$ cat config.mk
export PLATFORM = sky130hd
export DESIGN_NAME = blk_cipher_enc3
export DESIGN_NICKNAME = d
export VERILOG_FILES = /design/src/rtl/blk_cipher_enc3.sv
export SDC_FILE = /design/constraint.sdc
export NUM_CORES = 2
export LEC_CHECK = 0
export ABC_AREA = 1
export ABC_CLOCK_PERIOD_IN_PS = 29500
export CAP_MARGIN = 20
export CORE_ASPECT_RATIO = 0.7
export CORE_MARGIN = 2
export CORE_UTILIZATION = 45
export DETAILED_ROUTE_END_ITERATION = 10
export GPL_TIMING_DRIVEN = 0
export HOLD_SLACK_MARGIN = 0.15
export PLACE_DENSITY_LB_ADDON = 0.08
export SLEW_MARGIN = 20
export SYNTH_ARGS = -nofsm -noshare
export SYNTH_HDL_FRONTEND = slang
export SYNTH_SLANG_ARGS = --single-unit
$ cat constraint.sdc
create_clock -name clk -period 29.5 [get_ports clk]
set_input_delay 2.95 -clock clk [delete_from_list [all_inputs] [get_ports clk]]
set_output_delay 2.95 -clock clk [all_outputs]
set_load 0.01 [all_outputs]
$ cat src/rtl/blk_cipher_enc3.sv
module blk_cipher_enc3 #(
  parameter int W      = 32,
  parameter int ROUNDS = 15,
  parameter int RPC    = 3
) (
  input  logic                    clk,
  input  logic                    rst_n,
  input  logic                    key_ready,
  input  logic                    start,
  input  logic [2*W-1:0]          plaintext,
  output logic [$clog2(ROUNDS/RPC)-1:0] key_addr,
  input  logic [(2*RPC+2)*W-1:0]  key_data,
  output logic [2*W-1:0]          ciphertext,
  output logic                    ct_valid
);
  localparam int GROUPS = ROUNDS / RPC;
  localparam int GW     = $clog2(GROUPS);
  localparam int SH     = $clog2(W);
  localparam logic [GW-1:0] LAST = GW'(GROUPS - 1);

  logic [W-1:0]  a_q, b_q;
  logic [GW-1:0] grp_q;
  logic          vld_q;
  logic          go;
  logic [W-1:0]  a_c [0:RPC];
  logic [W-1:0]  b_c [0:RPC];

  function automatic logic [W-1:0] rotl(input logic [W-1:0] x, input logic [SH-1:0] s);
    logic [2*W-1:0] t;
    t = {x, x} << s;
    return t[2*W-1:W];
  endfunction

  assign go = start & key_ready;

  assign a_c[0] = (grp_q == '0) ? plaintext[W-1:0] + key_data[0 +: W] : a_q;
  assign b_c[0] = (grp_q == '0) ? plaintext[2*W-1:W] + key_data[W +: W] : b_q;

  for (genvar r = 0; r < RPC; r++) begin : g_round
    assign a_c[r+1] = rotl(a_c[r] ^ b_c[r], b_c[r][SH-1:0]) + key_data[(2*r+2)*W +: W];
    assign b_c[r+1] = rotl(b_c[r] ^ a_c[r+1], a_c[r+1][SH-1:0]) + key_data[(2*r+3)*W +: W];
  end

  always_ff @(posedge clk or negedge rst_n) begin
    if (!rst_n) begin
      a_q   <= '0;
      b_q   <= '0;
      grp_q <= '0;
      vld_q <= 1'b0;
    end else if (go) begin
      a_q   <= a_c[RPC];
      b_q   <= b_c[RPC];
      grp_q <= (grp_q == LAST) ? '0 : grp_q + 1'b1;
      vld_q <= (grp_q == LAST);
    end
  end

  assign key_addr   = grp_q;
  assign ciphertext = {b_q, a_q};
  assign ct_valid   = vld_q;
endmodule

==> impl_metrics.tcl <==
set metrics [dict create \
    drt_iter0_drc 6214 \
    postCtsHoldBufs 0 \
    multi_input_area_um2 30500 \
    async_reset_ff_share_pct 100 \
    core_um2 63200 \
    numCtsBuffers 9 \
    cts-root-buf "clkbuf_16" \
    synth_ff_type "dfrtp_1" \
    postSynthCellCount 5185 \
    finClkSkew_ps 12.1 \
    grt_max_degree 58 \
    synth_top_area_share_pct 23.6 \
    antenna_found_initial 9 \
    grt_pass1_wl_um 218000 \
    wirelength_um 157000 \
    syn_to_final_growth_pct 51.7 \
    io_buffers 391 \
    io-pin-count 392 \
    finalSetupViolCount 8 \
    final_common_cell "nand2_1" \
    period_minus_slack_ps 30020 \
    stdcell_count 6840 \
    fin_crit_sh_pct 102 \
    reg2reg_depth 203 \
    arrival_ps 30250 \
    clockBufferDepth 2 \
    fin_tns_setup_ps -1980 \
    path_depth 206 \
    start_util_pct 45.6 \
    holdPathStages 2 \
    hold_viol_final 0 \
    path_class "input port to flop" \
    place_inst 6406 \
    layout-drive-gt1-share_pct 28.4 \
    die_w_um 306 \
    syn_nets 5782 \
    synth_largest_area_cell "nand2_1" \
    cp_slowest_cell "xor2_1" \
    rsz0062_at_grt "true" \
    fin_nets 6597 \
    setup_ws_ps -523 \
    route.antenna.remaining_nets 0 \
    place_area_um2 33800 \
    wl_per_cell_um 22.9 \
    finalMaxSlewViolations 0 \
    seq_area_um2 1700 \
    end_kind "flop" \
    max_slew_margin_pct 12.3 \
    via_count 40872 \
    ys_seq_area_share_pct 5.91 \
    required_ps 29730 \
    max_stage_delay_ps 670 \
    globalRouteOverflowTotal 0 \
    violations "negative setup slack" \
    rows 77 \
    path_delay_family "compound AO/OA/AOI/OAI gates" \
    synth.distinct_cells 60 \
    grt.total_usage_pct 43.1 \
    final.fill_count 5589 \
    via_per_inst 5.98 \
    clock_sinks 68 \
    syn_area_per_cell_um2 5.56 \
    final_cell_mix "nand2_1, o21ai_0, inv_1" \
    synth_area_leaders "nand2_1, ha_1, o21ai_0" \
    fin_util_pct 69.2 \
    synth_area_um2 28800 \
    cp_max_fo 5 \
    hpwl_um 123000 \
    status "complete, but fails checks" \
    cts_tree "yes" \
    die_h_um 216 \
    cap_viol_max_count 0 \
    yosys_warnings 0 \
    yosys_register_bits 68 \
    final_area_um2 43700 \
    drcViolationCount 0 \
    clk_latency_ps 340 \
    min_path_type "flop to flop" \
    dr.pass1.iters 10 \
    worst_pin_slew_ps 1310 \
    path_clk_slew_ps 60 \
    die-area_um2 66100 \
    fmax_ghz 0.0333 \
    start_kind "input port" \
    grt_pass1_vias 35496 \
    synth-edff-count 0 \
    path_buf_inv 14 \
    htree_levels 3 \
    finalWeightedCongestion 1.12 \
]
## cell families (layout without fill, tap and decap cells)
kind of cell | Yosys count | in the layout | share of synthesized area [%]
xor+xnor | 337 | 337 | 10.3
compound gates | 1072 | 1072 | 20.1
buf+inv | 736 | 1555 | 10.1
flops | 68 | 68 | 5.91
fa+ha+maj | 273 | 273 | 12.1
other cells | 0 | 7 | 0
mux | 113 | 113 | 3.93
simple gates | 2586 | 2586 | 37.5
## flip-flops by register name, indices dropped and copies added, names as in the netlist
name and count:
a_q 32, b_q 32, ct_valid 1, key_addr 3
## metal layers
metal / global-route usage (%) / vias up / wire length, um
met3: 17.8 / 457 / 25600
met1: 62.1 / 18965 / 64500
met4: 13.7 / 8 / 6800
li1: - / 18689 / -
met2: 56.8 / 2753 / 59900
met5: 0.436 / - / 48
## worst reg2reg max path: cells and delay by family (launching register included)
family,cells,cell delay [ps]
AOI/OAI and AO/OA,70,9910
and+or+nand+nor,94,8680
xor gates and xnor gates,11,3270
adders and majority gates,10,2920
buffers and inverters,15,1870
muxes,3,880
DFF,1,440
## synth_stat cells (40+ instances only)
master and number:
mux2i_1 113, nand2_1 1814, dfrtp_1 68, inv_1 456, nand3_1 490, xnor2_1 105, buf_2 40, a31oi_1 46
ha_1 265, o21ai_0 659, a21oi_1 221, xor2_1 229, inv_2 47, nor2_1 137, o21ai_1 45, clkbuf_1 118
## area by class of cell
cell class	count	area share [%]
flip-flops and latches	68	3.89
diodes	7	0.0401
plain buffers	215	2.28
inverters	521	4.51
well taps	829	2.37
multi-input cells	4381	69.7
clock inverters	6	0.0973
repair buffers	804	16.6
clock buffers	9	0.515
## metrics by stage
step	worst slack [ps]	hold WS (ps)
after floorplan	2010	519
after global placement	-6100	522
after detailed placement	-6490	534
after CTS	-144	555
after global routing	-1980	585
final	-523	553
## what timing repair did
item,in CTS,in global routing
buffers inserted,267,156
gates resized for setup,891,830
endpoints found under the setup margin,46,32
endpoints found under the hold margin,0,0
pin swaps,285,492
## path summary, 6_finish.rpt
| check | from | to | slack [ps] |
|---|---|---|---|
| worst max-delay path | plaintext[38] | b_q[31]$_DFFE_PN0P_ | -520 |
| worst min-delay path | b_q[29]$_DFFE_PN0P_ | b_q[29]$_DFFE_PN0P_ | 550 |
| worst max register to register | key_addr[0]$_DFFE_PN0P_ | b_q[31]$_DFFE_PN0P_ | 1400 |
| worst min register to register | b_q[29]$_DFFE_PN0P_ | b_q[29]$_DFFE_PN0P_ | 550 |
| max in group asynchronous | rst_n | b_q[30]$_DFFE_PN0P_ | 26500 |
| min in group asynchronous | rst_n | b_q[15]$_DFFE_PN0P_ | 2450 |
Power is left out: the tool's default activity adds up to more than one toggle a clock period on the data nets, which glitch-free logic cannot reach.
